$ cat src/rtl/pu_pkg.sv
package pu_pkg;
   localparam int WORD_W = 32;
   localparam int SLOT_W = $clog2(WORD_W);

   typedef enum logic [2:0] {
      PM_1 = 3'd0, PM_2 = 3'd1, PM_4 = 3'd2, PM_8 = 3'd3,
      PM_16 = 3'd4, PM_32 = 3'd5, PM_565 = 3'd6, PM_12 = 3'd7
   } pix_mode_e;

   typedef enum logic [1:0] {
      DF_5551, DF_565, DF_444, DF_888
   } dfmt_e;

   typedef struct packed {
      logic [2:0] mode;
      logic       bgr;
      logic       be_byte;
      logic       be_pix;
      logic [1:0] sel;
   } pu_cfg_t;

   // log2 of the container width in bits for each mode code
   function automatic logic [2:0] depth_log2(input logic [2:0] m);
      case (m)
         PM_1:    depth_log2 = 3'd0;
         PM_2:    depth_log2 = 3'd1;
         PM_4:    depth_log2 = 3'd2;
         PM_8:    depth_log2 = 3'd3;
         PM_32:   depth_log2 = 3'd5;
         default: depth_log2 = 3'd4;
      endcase
   endfunction
endpackage

$ cat src/rtl/pu_slot_ctrl.sv
module pu_slot_ctrl
   import pu_pkg::*;
(
   input  logic                clk,
   input  logic                rst_n,
   input  logic                line_start_i,
   input  logic                in_valid_i,
   input  logic [WORD_W-1:0]   in_data_i,
   input  pu_cfg_t             in_cfg_i,
   output logic                in_ready_o,
   input  logic                out_ready_i,
   output logic                out_valid_o,
   output logic [WORD_W-1:0]   word_o,
   output pu_cfg_t             cfg_o,
   output logic [SLOT_W-1:0]   slot_o
);
   logic              full_q;
   logic [SLOT_W-1:0] slot_q;
   logic [WORD_W-1:0] word_q;
   pu_cfg_t           cfg_q;
   logic [SLOT_W-1:0] last_slot;
   logic              at_last, take_out, take_in;

   always_comb begin
      last_slot  = SLOT_W'((WORD_W >> depth_log2(cfg_q.mode)) - 1);
      at_last    = (slot_q == last_slot);
      take_out   = full_q && out_ready_i && !line_start_i;
      in_ready_o = !line_start_i && (!full_q || (out_ready_i && at_last));
      take_in    = in_valid_i && in_ready_o;
   end

   always_ff @(posedge clk or negedge rst_n) begin
      if (!rst_n) begin
         full_q <= 1'b0;
         slot_q <= '0;
         word_q <= '0;
         cfg_q  <= '0;
      end else if (line_start_i) begin
         full_q <= 1'b0;
         slot_q <= '0;
      end else if (take_in) begin
         full_q <= 1'b1;
         slot_q <= '0;
         word_q <= in_data_i;
         cfg_q  <= in_cfg_i;
      end else if (take_out) begin
         if (at_last) begin
            full_q <= 1'b0;
            slot_q <= '0;
         end else begin
            slot_q <= slot_q + 1'b1;
         end
      end
   end

   assign out_valid_o = full_q && !line_start_i;
   assign word_o      = word_q;
   assign cfg_o       = cfg_q;
   assign slot_o      = slot_q;
endmodule

$ cat src/rtl/pu_extract.sv
module pu_extract
   import pu_pkg::*;
(
   input  logic [WORD_W-1:0] word_i,
   input  pu_cfg_t           cfg_i,
   input  logic [SLOT_W-1:0] slot_i,
   output logic [WORD_W-1:0] field_o
);
   logic [2:0] lg;
   logic [5:0] bpp, lsb_off, off;

   always_comb begin
      lg      = depth_log2(cfg_i.mode);
      bpp     = 6'd1 << lg;
      lsb_off = {1'b0, slot_i} << lg;
      if (cfg_i.be_byte)
         off = 6'd32 - bpp - lsb_off;
      else if (cfg_i.be_pix && lg < 3'd3)
         off = {lsb_off[5:3], 3'b000} + 6'd8 - bpp - {3'b000, lsb_off[2:0]};
      else
         off = lsb_off;
      field_o = word_i >> off;
   end
endmodule

$ cat src/rtl/pu_color.sv
module pu_color
   import pu_pkg::*;
#(
   parameter int EXT_SEL_EN = 1
) (
   input  logic [WORD_W-1:0] field_i,
   input  pu_cfg_t           cfg_i,
   output logic              is_color_o,
   output logic [7:0]        index_o,
   output logic [23:0]       color_o
);
   logic       m16_is_565;
   logic       m16_force_swap;
   dfmt_e      fmt;
   logic       swap;
   logic [2:0] lg;
   logic [7:0] c0, c1, c2, idx;

   generate
      if (EXT_SEL_EN != 0) begin : g_ext_sel
         always_comb begin
            m16_is_565     = (cfg_i.sel != 2'd1);
            m16_force_swap = (cfg_i.sel == 2'd3);
         end
      end else begin : g_native
         always_comb begin
            m16_is_565     = 1'b0;
            m16_force_swap = 1'b0;
         end
      end
   endgenerate

   always_comb begin
      lg   = depth_log2(cfg_i.mode);
      swap = cfg_i.bgr;
      case (cfg_i.mode)
         PM_32:  fmt = DF_888;
         PM_565: fmt = DF_565;
         PM_12:  fmt = DF_444;
         PM_16: begin
            fmt  = m16_is_565 ? DF_565 : DF_5551;
            swap = cfg_i.bgr | m16_force_swap;
         end
         default: fmt = DF_5551;
      endcase

      case (fmt)
         DF_565: begin
            c0 = {field_i[4:0],   3'b000};
            c1 = {field_i[10:5],  2'b00};
            c2 = {field_i[15:11], 3'b000};
         end
         DF_444: begin
            c0 = {field_i[3:0],  4'h0};
            c1 = {field_i[7:4],  4'h0};
            c2 = {field_i[11:8], 4'h0};
         end
         DF_888: begin
            c0 = field_i[7:0];
            c1 = field_i[15:8];
            c2 = field_i[23:16];
         end
         default: begin
            c0 = {field_i[4:0],   3'b000};
            c1 = {field_i[9:5],   3'b000};
            c2 = {field_i[14:10], 3'b000};
         end
      endcase

      case (lg)
         3'd0:    idx = {7'b0, field_i[0]};
         3'd1:    idx = {6'b0, field_i[1:0]};
         3'd2:    idx = {4'b0, field_i[3:0]};
         default: idx = field_i[7:0];
      endcase

      is_color_o = cfg_i.mode[2];
      index_o    = is_color_o ? 8'd0 : idx;
      if (!is_color_o)
         color_o = 24'd0;
      else if (swap)
         color_o = {c2, c1, c0};
      else
         color_o = {c0, c1, c2};
   end
endmodule

$ cat src/rtl/pu_linebytes.sv
module pu_linebytes
   import pu_pkg::*;
#(
   parameter int WIDTH_W = 12
) (
   input  logic [2:0]         mode_i,
   input  logic [WIDTH_W-1:0] width_i,
   output logic [WIDTH_W+1:0] bytes_o
);
   logic [WIDTH_W+1:0] w_ext;

   always_comb begin
      w_ext = {2'b00, width_i};
      case (mode_i)
         PM_1:    bytes_o = w_ext >> 3;
         PM_2:    bytes_o = w_ext >> 2;
         PM_4:    bytes_o = w_ext >> 1;
         PM_8:    bytes_o = w_ext;
         PM_32:   bytes_o = w_ext << 2;
         default: bytes_o = w_ext << 1;
      endcase
   end
endmodule

$ cat src/rtl/pix_unpack.sv
module pix_unpack
   import pu_pkg::*;
#(
   parameter int WIDTH_W    = 12,
   parameter int EXT_SEL_EN = 1
) (
   input  logic               clk,
   input  logic               rst_n,
   input  logic [2:0]         mode_i,
   input  logic               bgr_i,
   input  logic               be_byte_i,
   input  logic               be_pix_i,
   input  logic [1:0]         fmt_sel_i,
   input  logic               line_start_i,
   input  logic               in_valid_i,
   output logic               in_ready_o,
   input  logic [31:0]        in_data_i,
   output logic               out_valid_o,
   input  logic               out_ready_i,
   output logic               out_is_color_o,
   output logic [7:0]         out_index_o,
   output logic [23:0]        out_color_o,
   input  logic [WIDTH_W-1:0] line_width_i,
   output logic [WIDTH_W+1:0] line_bytes_o
);
   generate
      if (WIDTH_W < 3 || WIDTH_W > 16) begin : g_bad_width
         $error("pix_unpack: WIDTH_W must lie in 3..16");
      end
      if (EXT_SEL_EN != 0 && EXT_SEL_EN != 1) begin : g_bad_sel
         $error("pix_unpack: EXT_SEL_EN must be 0 or 1");
      end
   endgenerate

   pu_cfg_t           cfg_in, cfg_held;
   logic [WORD_W-1:0] word_held, field;
   logic [SLOT_W-1:0] slot;

   assign cfg_in = '{mode: mode_i, bgr: bgr_i, be_byte: be_byte_i,
                     be_pix: be_pix_i, sel: fmt_sel_i};

   pu_slot_ctrl u_ctrl (
      .clk          (clk),
      .rst_n        (rst_n),
      .line_start_i (line_start_i),
      .in_valid_i   (in_valid_i),
      .in_data_i    (in_data_i),
      .in_cfg_i     (cfg_in),
      .in_ready_o   (in_ready_o),
      .out_ready_i  (out_ready_i),
      .out_valid_o  (out_valid_o),
      .word_o       (word_held),
      .cfg_o        (cfg_held),
      .slot_o       (slot)
   );

   pu_extract u_extract (
      .word_i  (word_held),
      .cfg_i   (cfg_held),
      .slot_i  (slot),
      .field_o (field)
   );

   pu_color #(.EXT_SEL_EN(EXT_SEL_EN)) u_color (
      .field_i    (field),
      .cfg_i      (cfg_held),
      .is_color_o (out_is_color_o),
      .index_o    (out_index_o),
      .color_o    (out_color_o)
   );

   pu_linebytes #(.WIDTH_W(WIDTH_W)) u_lbytes (
      .mode_i  (mode_i),
      .width_i (line_width_i),
      .bytes_o (line_bytes_o)
   );
endmodule

$ cat config.mk
export PLATFORM = sky130hd
export DESIGN_NAME = pix_unpack
export DESIGN_NICKNAME = d
export VERILOG_FILES = /design/src/rtl/pu_pkg.sv /design/src/rtl/pu_slot_ctrl.sv /design/src/rtl/pu_extract.sv /design/src/rtl/pu_color.sv /design/src/rtl/pu_linebytes.sv /design/src/rtl/pix_unpack.sv
export SDC_FILE = /design/constraint.sdc
export NUM_CORES = 1
export LEC_CHECK = 0
export CAP_MARGIN = 20
export CORE_MARGIN = 8
export CORE_UTILIZATION = 40
export CTS_BUF_LIST = sky130_fd_sc_hd__clkbuf_8
export DETAILED_ROUTE_END_ITERATION = 8
export DONT_BUFFER_PORTS = 1
export PLACE_DENSITY = 0.65
export SYNTH_ARGS = -nofsm -noshare
export SYNTH_HDL_FRONTEND = slang
export SYNTH_SLANG_ARGS = --single-unit
$ cat constraint.sdc
create_clock -name clk -period 5.3 [get_ports clk]
set_input_delay 1.06 -clock clk [delete_from_list [all_inputs] [get_ports clk]]
set_output_delay 1.06 -clock clk [all_outputs]
set_load 0.01 [all_outputs]
==> impl_metrics.tcl, run 1 <==
set metrics [dict create \
    outcome "complete, but fails checks" \
    violations "negative setup slack" \
    tightest_slew_ps 978 \
    power_mw 4.59 \
    cap_violations 0 \
    crit_type "reg2out" \
    ys_ff_latch 46 \
    clkTransAtPathRegs_ps 100 \
    crit_slowest_cell "fa_1" \
    die_h_um 140 \
    synth_compound_gate_area_share 0.339 \
    die_area_um2 19500 \
    cellPowerDensity_nw_per_um2 568 \
    finalClockSkew_ps 14.0 \
    drc 0 \
    met2_usage 0.329 \
    crit_arrival_ps 4540 \
    yosysSeqAreaShare 0.188 \
    area_growth_pct 32.2 \
    routabilityCongestion 0.958 \
    synth_edf_count 0 \
    drt_wl_total_um 21800 \
    yosysTopAreaCell "dfrtp_1" \
    port-buffer-count 0 \
    cp-end-kind "output port" \
    fin_hold_ws_ps 426 \
    avgSynthCellArea_um2 7.75 \
    power.leakage_nw 3.10 \
    hold_path.class "in2async" \
    critical_path.cell_chain "mux2_4, a32oi_4, ha_2, xor2_1, ha_1, inv_2, fa_1, nor2_1, a32oi_1, o21a_2, buf_6, o221ai_4, a221oi_4, nand2_2, a22o_1, o32ai_2, buf_4" \
    dp_hpwl_um 16400 \
    grt_pass1_wl_um 34700 \
    worstSetupStartpointType "flip-flop" \
    grt_max_degree 47 \
    synth_warnings 0 \
    yosys.area_share.adder 0.0372 \
    synthFlopType "dfrtp_1" \
    ys_types 87 \
    yosys.area_share.simple 0.190 \
    synth-xor-area-share 0.0137 \
    synth_most_common_cell "nand2_1" \
    firstDrtPassIters 5 \
    postRouteAntennaNets 0 \
    cts_tree "yes" \
    design_area_um2 8080 \
    fmax_mhz 179 \
    use_met3 0.0547 \
    rsz0062_at_grt "yes" \
    cts_max_level 2 \
    clk_latency_ps 320 \
    fillers 1413 \
    syn-instance-count 789 \
    async_flop_share 1.00 \
    synthTopCellsByCount "nand2_1, a21oi_1, mux2_2" \
    initial_core_util 0.405 \
    syn-cell-area_um2 6120 \
    avgRoutedWirePerCell_um 20.8 \
    antennaDiodeCount 0 \
    first_global_vias 6375 \
    cts_buffers 5 \
    drv_slew 0 \
    cts_root_buf "clkbuf_8" \
    fin_crit_ps 5600 \
    drive_gt1_frac 0.388 \
    grtUsageMet1 0.289 \
    clk_path_buf_depth 2 \
    core_um2 15100 \
    via_count 6708 \
    antenna_found_initial 0 \
    synth_top_family_by_area "compound AO/OA/AOI/OAI gates" \
    fp.dieW_um 140 \
    hold_viol 0 \
    drt_iter0_markers 536 \
    relSlewSlack 0.346 \
    pin_count 106 \
    nets 934 \
    synthMuxAreaShare 0.163 \
    setup_ws_ps -295 \
    grt-ovfl-total 0 \
    synth_fp_nets 863 \
    synthTopCellsByArea "dfrtp_1, mux2_2, nand2_1" \
    routed_via_density 6.39 \
    row_count 45 \
    cp_max_fo 8 \
    vdd_drop_max_mv 0.210 \
    dpl_cell_area_um2 6850 \
    gr-max-usage-layer "met2" \
    setup_viol 23 \
    post-route-period-util 1.06 \
    yosysTopAreaCellShare 0.188 \
    crit_path_max_incr_delay_ps 520 \
    grt_use_total 0.214 \
    cp.required_ps 4240 \
    clock-sinks 46 \
]
## cells by family after synthesis
group,count (synthesis)
compound gates,294
mux,89
xor+xnor,8
flops,46
simple gates,249
buf+inv,86
fa+ha+maj,17
## flip-flops by register name, summed over array words and instances (netlist names)
register	cells
u_ctrl.cfg_o	8
u_ctrl.full_q	1
u_ctrl.slot_o	5
u_ctrl.word_o	32
## power breakdown
| group | switching [mW] | total (mW) | internal [mW] | leakage [nW] |
|---|---|---|---|---|
| clock network | 0.134 | 0.276 | 0.142 | 0.0585 |
| registers | 0.0925 | 0.507 | 0.414 | 0.553 |
| logic | 2.14 | 3.81 | 1.67 | 2.48 |
## final cells by class
cell class | instances | area [µm²] | area share
clock buffers | 5 | 68.8 | 0.00851
clock inverters | 3 | 43.8 | 0.00542
inverters | 21 | 82.6 | 0.0102
multi-input cells | 657 | 5420 | 0.670
flip-flops and latches | 46 | 1150 | 0.142
well taps | 188 | 235 | 0.0291
repair buffers | 129 | 1080 | 0.134
## layer usage
metal	share of wire	wire (µm)
met4	0.024	531
met5	0	0
met1	0.45	9750
met2	0.44	9520
met3	0.093	2040
## what timing repair did
action,in CTS,in global routing
buffers inserted,21,9
gates cloned,0,0
gates resized for setup,124,64
endpoints found under the setup margin,30,32
endpoints found under the hold margin,0,0
hold buffers,0,0
pin swaps,49,45
## cell usage in the layout (no fill, tap or decap), types with 14 or more instances in the layout
| cell | netlist | layout |
|---|---|---|
| buf_6 | 3 | 21 |
| mux2i_1 | 34 | 30 |
| o21ai_0 | 41 | 36 |
| buf_4 | 6 | 105 |
| dfrtp_1 | 46 | 46 |
| nand2_1 | 104 | 90 |
| a21oi_1 | 76 | 65 |
| nor2_1 | 48 | 37 |
| inv_1 | 21 | 18 |
| a211oi_1 | 43 | 31 |
| nor3_1 | 24 | 14 |
| mux2_2 | 51 | 44 |
| nand3_1 | 22 | 20 |
## critical path, delay by kind of cell, from the launching register on
| family | cells | cell delay [ps] |
|---|---|---|
| compound gates | 7 | 1780 |
| fa+ha+maj | 3 | 1080 |
| flops | 1 | 410 |
| buf+inv | 3 | 390 |
| mux | 1 | 330 |
| simple gates | 2 | 140 |
| xor+xnor | 1 | 70 |
## worst paths after layout
kind                                  start                end  slack (ps)  cells past startpoint
max                         u_ctrl.cfg_o[5]     out_color_o[6]        -300                     17
min                                   rst_n  u_ctrl.word_o[15]         430                      0
max reg2reg                 u_ctrl.cfg_o[5]   u_ctrl.slot_o[2]        1810                     13
min reg2reg                u_ctrl.word_o[0]   u_ctrl.word_o[0]         530                      1
max in group asynchronous             rst_n    u_ctrl.cfg_o[7]        4750                      0
min in group clk           u_ctrl.word_o[0]   u_ctrl.word_o[0]         530                      1
## stage by stage
step	TNS [ps]	std cells	worst slack, ps	util
global route	-8930	1049	-486	0.536
global placement	-1100	1019	-120	0.454
CTS	-3860	1043	-292	0.512
finish	-3860	1049	-295	0.536
detailed placement	-2360	1019	-193	0.454
floorplan	-91.7	789	-45.9	-
Power figures use the tool's default switching activity.
==> run 2, diff against run 1 <==
--- a/config.mk
+++ b/config.mk
@@ -11,6 +11,7 @@
 export CTS_BUF_LIST = sky130_fd_sc_hd__clkbuf_8
 export DETAILED_ROUTE_END_ITERATION = 8
 export DONT_BUFFER_PORTS = 1
+export MAX_ROUTING_LAYER = met4
 export PLACE_DENSITY = 0.65
 export SYNTH_ARGS = -nofsm -noshare
 export SYNTH_HDL_FRONTEND = slang
==> impl_metrics.tcl, run 2 (synthesis gave the netlist of run 1 again) <==
set metrics [dict create \
    vdd_drop_max_mv 0.193 \
    row_count 45 \
    grt_pass1_wl_um 33500 \
    via_count 6823 \
    cp.required_ps 4240 \
    initial_core_util 0.405 \
    power.leakage_nw 3.14 \
    post-route-period-util 1.06 \
    avgRoutedWirePerCell_um 20.7 \
    antennaDiodeCount 0 \
    fin_crit_ps 5610 \
    cp_num_buf_inv 6 \
    antenna_found_initial 0 \
    final_core_util 0.532 \
    tightest_slew_ps 980 \
    area_growth_pct 31.2 \
    nets 947 \
    critical_path.cell_chain "buf_4, or4b_4, ha_2, ha_4, inv_1, fa_1, mux2_4, buf_8, buf_2, a211oi_2, buf_4, o21ai_1, o211ai_1, a221o_1, o211ai_1, a221oi_2, buf_4" \
    cts_max_level 2 \
    crit_arrival_ps 4550 \
    pre_cts_ws_ps -176 \
    rsz0062_at_grt "yes" \
    drv_slew 0 \
    cap_violations 0 \
    outcome "complete, but fails checks" \
    setup_ws_ps -313 \
    finalClockSkew_ps 9.45 \
    die_h_um 140 \
    crit_type "reg2out" \
    fp.dieW_um 140 \
    cts_tree "yes" \
    design_area_um2 8020 \
    clk_path_buf_depth 2 \
    die_area_um2 19500 \
    hold_viol 0 \
    hold_path.class "in2async" \
    drc 0 \
    cts_root_buf "clkbuf_8" \
    dp_hpwl_um 16600 \
    relSlewSlack 0.344 \
    cts_hold_buf 0 \
    setup_viol 23 \
    worstSetupStartpointType "flip-flop" \
    core_um2 15100 \
    grt-ovfl-total 0 \
    cellPowerDensity_nw_per_um2 560 \
    drive_gt1_frac 0.394 \
    power_mw 4.49 \
    path_common_cell "buf_4" \
    firstDrtPassIters 6 \
    cp-end-kind "output port" \
    drt_iter0_markers 589 \
    port-buffer-count 0 \
    fmax_mhz 178 \
    grt_max_degree 47 \
    final_cell_mix "buf_4, nand2_1, a21oi_1" \
    dpl_cell_area_um2 6860 \
    clkTransAtPathRegs_ps 100 \
    final_common_cell "buf_4" \
    clock-sinks 46 \
    routed_via_density 6.42 \
    fin_hold_ws_ps 422 \
    grt_use_total 0.215 \
    violations "negative setup slack" \
    cp_max_fo 5 \
    critPathTopFamily "compound AO/OA/AOI/OAI gates" \
    first_global_vias 6225 \
    postRouteAntennaNets 0 \
    pin_count 106 \
    crit_slowest_cell "or4b_4" \
    cts_buffers 5 \
    routabilityCongestion 0.985 \
    crit_path_max_incr_delay_ps 550 \
    drt_wl_total_um 21900 \
    largest_register_ffs 32 \
    clk_latency_ps 320 \
]
## run 2: changes by cell type in the layout (fill, tap and decap cells not counted), sizes merged
cell | before | now
clkinvlp | 1 | 0
buf | 129 | 142
inv | 21 | 23
bufinv | 1 | 0
## run 2: area by class of cell
class / instances / area [µm²]
clock inverters: 3 / 28.8
well taps: 188 / 235
inverters: 21 / 78.8
fillers: 1447 / 7070
clock buffers: 5 / 68.8
flip-flops and latches: 46 / 1150
repair buffers: 142 / 1170
multi-input cells: 657 / 5290
## run 2: worst paths after layout
path | to | slack [ps] | startpoint | cells after the start
max | out_color_o[20] | -310 | u_ctrl.cfg_o[7] | 17
min | u_ctrl.word_o[14] | 420 | rst_n | 0
max reg2reg | u_ctrl.slot_o[2] | 1810 | u_ctrl.cfg_o[7] | 12
min reg2reg | u_ctrl.word_o[1] | 520 | u_ctrl.word_o[1] | 1
max in group asynchronous | u_ctrl.cfg_o[6] | 4760 | rst_n | 0
min in group clk | u_ctrl.word_o[1] | 520 | u_ctrl.word_o[1] | 1
## run 2: where the power goes
| part | internal (mW) | switching [mW] | total [mW] |
|---|---|---|---|
| clock | 0.0989 | 0.144 | 0.243 |
| sequential | 0.414 | 0.0901 | 0.504 |
| combinational | 1.68 | 2.07 | 3.74 |
| total | 2.19 | 2.30 | 4.49 |
## run 2: timing repair
action,CTS,global route
endpoints found under the hold margin,0,0
endpoints found under the setup margin,31,32
setup buffers,5,28
gates resized for setup,48,120
pin swaps,22,41
## run 2: through the flow
stage               std cells  setup TNS [ps]
floorplan                 789           -91.7
global placement         1023            -502
detailed placement       1023           -1500
CTS                      1035           -4950
global route             1062           -7540
finish                   1062           -3580
## run 2: worst register-to-register path, stage by stage, from the launching register on
cell and delay (ps):
dfrtp_1 400, buf_4 160, buf_4 260, nor2b_1 220
a22oi_1 90, o32ai_1 130, a32oi_1 130, o31ai_1 360
nor2b_1 360, nand2_2 620, nand2_1 380, o21bai_1 90
a21o_1 190
## run 2: metal layers
layer | track usage | vias up | routed length (µm)
met5 | - | - | 0
met4 | 0.0640 | 0 | 550
met3 | 0.0492 | 46 | 1960
met2 | 0.315 | 327 | 9660
met1 | 0.288 | 3276 | 9770
li1 | - | 3174 | -
==> run 3, diff against run 2 <==
--- a/config.mk
+++ b/config.mk
@@ -6,6 +6,7 @@
 export NUM_CORES = 1
 export LEC_CHECK = 0
 export CAP_MARGIN = 20
+export CORE_ASPECT_RATIO = 1.75
 export CORE_MARGIN = 8
 export CORE_UTILIZATION = 40
 export CTS_BUF_LIST = sky130_fd_sc_hd__clkbuf_8
==> impl_metrics.tcl, run 3 (synthesis gave the netlist of run 1 again) <==
set metrics [dict create \
    outcome "complete, but fails checks" \
    violations "negative setup slack" \
    clock-sinks 46 \
    drt_iter0_markers 469 \
    worstSetupStartpointType "flip-flop" \
    grt_pass1_wl_um 36700 \
    tns_ps -4630 \
    power_frac_comb 0.837 \
    dpl.cell_count 1031 \
    hold_viol 0 \
    initial_core_util 0.403 \
    first_global_vias 6812 \
    design_area_um2 8250 \
    post-route-period-util 1.07 \
    reg2reg_depth 12 \
    timing.rr.end "u_ctrl.slot_o[2]" \
    crit_type "reg2out" \
    routed_via_density 6.45 \
    stdcell_count 1078 \
    row_count 60 \
    routabilityCongestion 0.996 \
    pre_cts_ws_ps -357 \
    worstSetupEndpoint "out_color_o[10]" \
    reg2reg_slack_ps 1830 \
    cts_hold_buf 0 \
    drive_gt1_frac 0.409 \
    firstDrtPassIters 5 \
    p_switching_mw 2.37 \
    fmax_mhz 176 \
    cts_max_level 2 \
    cap_violations 0 \
    largest_register_ffs 32 \
    cp.required_ps 4240 \
    avgRoutedWirePerCell_um 22.3 \
    fin_crit_ps 5680 \
    clk_latency_ps 320 \
    cts_tree "yes" \
    die_area_um2 19700 \
    final_core_util 0.544 \
    startpoint "u_ctrl.cfg_o[5]" \
    cts_buffers 5 \
    finalClockSkew_ps 9.16 \
    tightest_slew_ps 1120 \
    relSlewSlack 0.244 \
    core_um2 15200 \
    crit_arrival_ps 4620 \
    grt-ovfl-total 0 \
    cts_root_buf "clkbuf_8" \
    setup_viol 24 \
    area_growth_pct 34.8 \
    antennaDiodeCount 0 \
    drt_wl_total_um 24100 \
    nets 965 \
    cp_max_fo 5 \
    p_clk_frac 0.056 \
    vdd_drop_max_mv 0.219 \
    p_int_mw 2.38 \
    rsz0062_at_grt "yes" \
    clkTransAtPathRegs_ps 90 \
    dp_hpwl_um 18100 \
    cp-end-kind "output port" \
    die_h_um 180 \
    power_mw 4.75 \
    drc 0 \
    clk_path_buf_depth 2 \
    r2r-start "u_ctrl.cfg_o[7]" \
    grt_use_total 0.242 \
    final_common_cell "buf_4" \
    cellPowerDensity_nw_per_um2 576 \
    grt_max_degree 47 \
    final_cell_mix "buf_4, nand2_1, a21oi_1" \
    seqPwrFrac 0.107 \
    pin_count 106 \
    swShare 0.499 \
    antenna_found_initial 0 \
    dpl_cell_area_um2 6970 \
    fin_hold_ws_ps 426 \
    fillers 1403 \
    hold_path.class "in2async" \
    port-buffer-count 0 \
    fp.dieW_um 109 \
    via_count 6958 \
    power.leakage_nw 3.24 \
    drv_slew 0 \
    setup_ws_ps -379 \
    postRouteAntennaNets 0 \
]
## run 3: cell types whose count changed in the layout (fill, tap and decap cells not counted), moves of 4 or more
cell and delta:
a211oi_1 +8, buf_4 +14, mux2i_1 -4, nor2_4 +5, a211oi_2 -8, nand2_4 +4
o2bb2ai_2 -4
## run 3: routing by layer
layer	vias up	global-route usage	wire length (µm)
met1	3330	0.246	8560
met2	309	0.418	12600
met4	0	0.147	1600
met5	-	-	0
li1	3214	-	-
met3	105	0.0369	1300
## run 3: power by group through the flow
stage	Combinational, mW	Sequential, mW	Clock, mW
3_3_place_gp	2.96	0.503	0
3_5_place_dp	2.96	0.506	0
5_1_grt	4.19	0.515	0.289
2_1_floorplan	1.81	0.469	0
6_report	3.98	0.506	0.268
4_1_cts	3.43	0.501	0.277
## run 3: worst min-delay path by stage
stage,to,slack [ps],cells after the start
3_3_place_gp,u_ctrl.word_o[1],500,1
4_1_cts,u_ctrl.slot_o[3],420,0
2_1_floorplan,u_ctrl.word_o[1],480,1
5_1_grt,u_ctrl.word_o[12],420,0
6_report,u_ctrl.cfg_o[0],430,0
3_5_place_dp,u_ctrl.word_o[0],510,1
## run 3: worst max-delay path, cell delays in order, from the launching register on
cell	delay, ps
dfrtp_1	410
mux2_4	330
a32oi_4	260
ha_4	270
ha_4	280
ha_4	130
inv_2	30
fa_1	490
nor2_2	40
a32oi_2	250
buf_4	160
o21a_4	190
buf_6	140
nand2_4	60
a211oi_4	270
o31ai_2	90
o31ai_2	60
buf_4	200
nand2_4	60
o32a_1	340
nor2_1	110
buf_4	130
## run 3: area by class of cell
class,count,area (µm²),area share
Clock inverter,3,41.3,0.00501
Sequential cell,46,1150,0.140
Tap cell,186,233,0.0282
Multi-Input combinational cell,659,5360,0.650
Timing Repair Buffer,158,1310,0.159
Clock buffer,5,68.8,0.00835
Inverter,21,78.8,0.00956
## run 3: what timing repair did
action,CTS,global route
endpoints found under the setup margin,31,31
resized for setup,102,80
hold endpoints to repair,0,0
gates cloned,2,0
buffers inserted,17,23
pin swaps,32,33
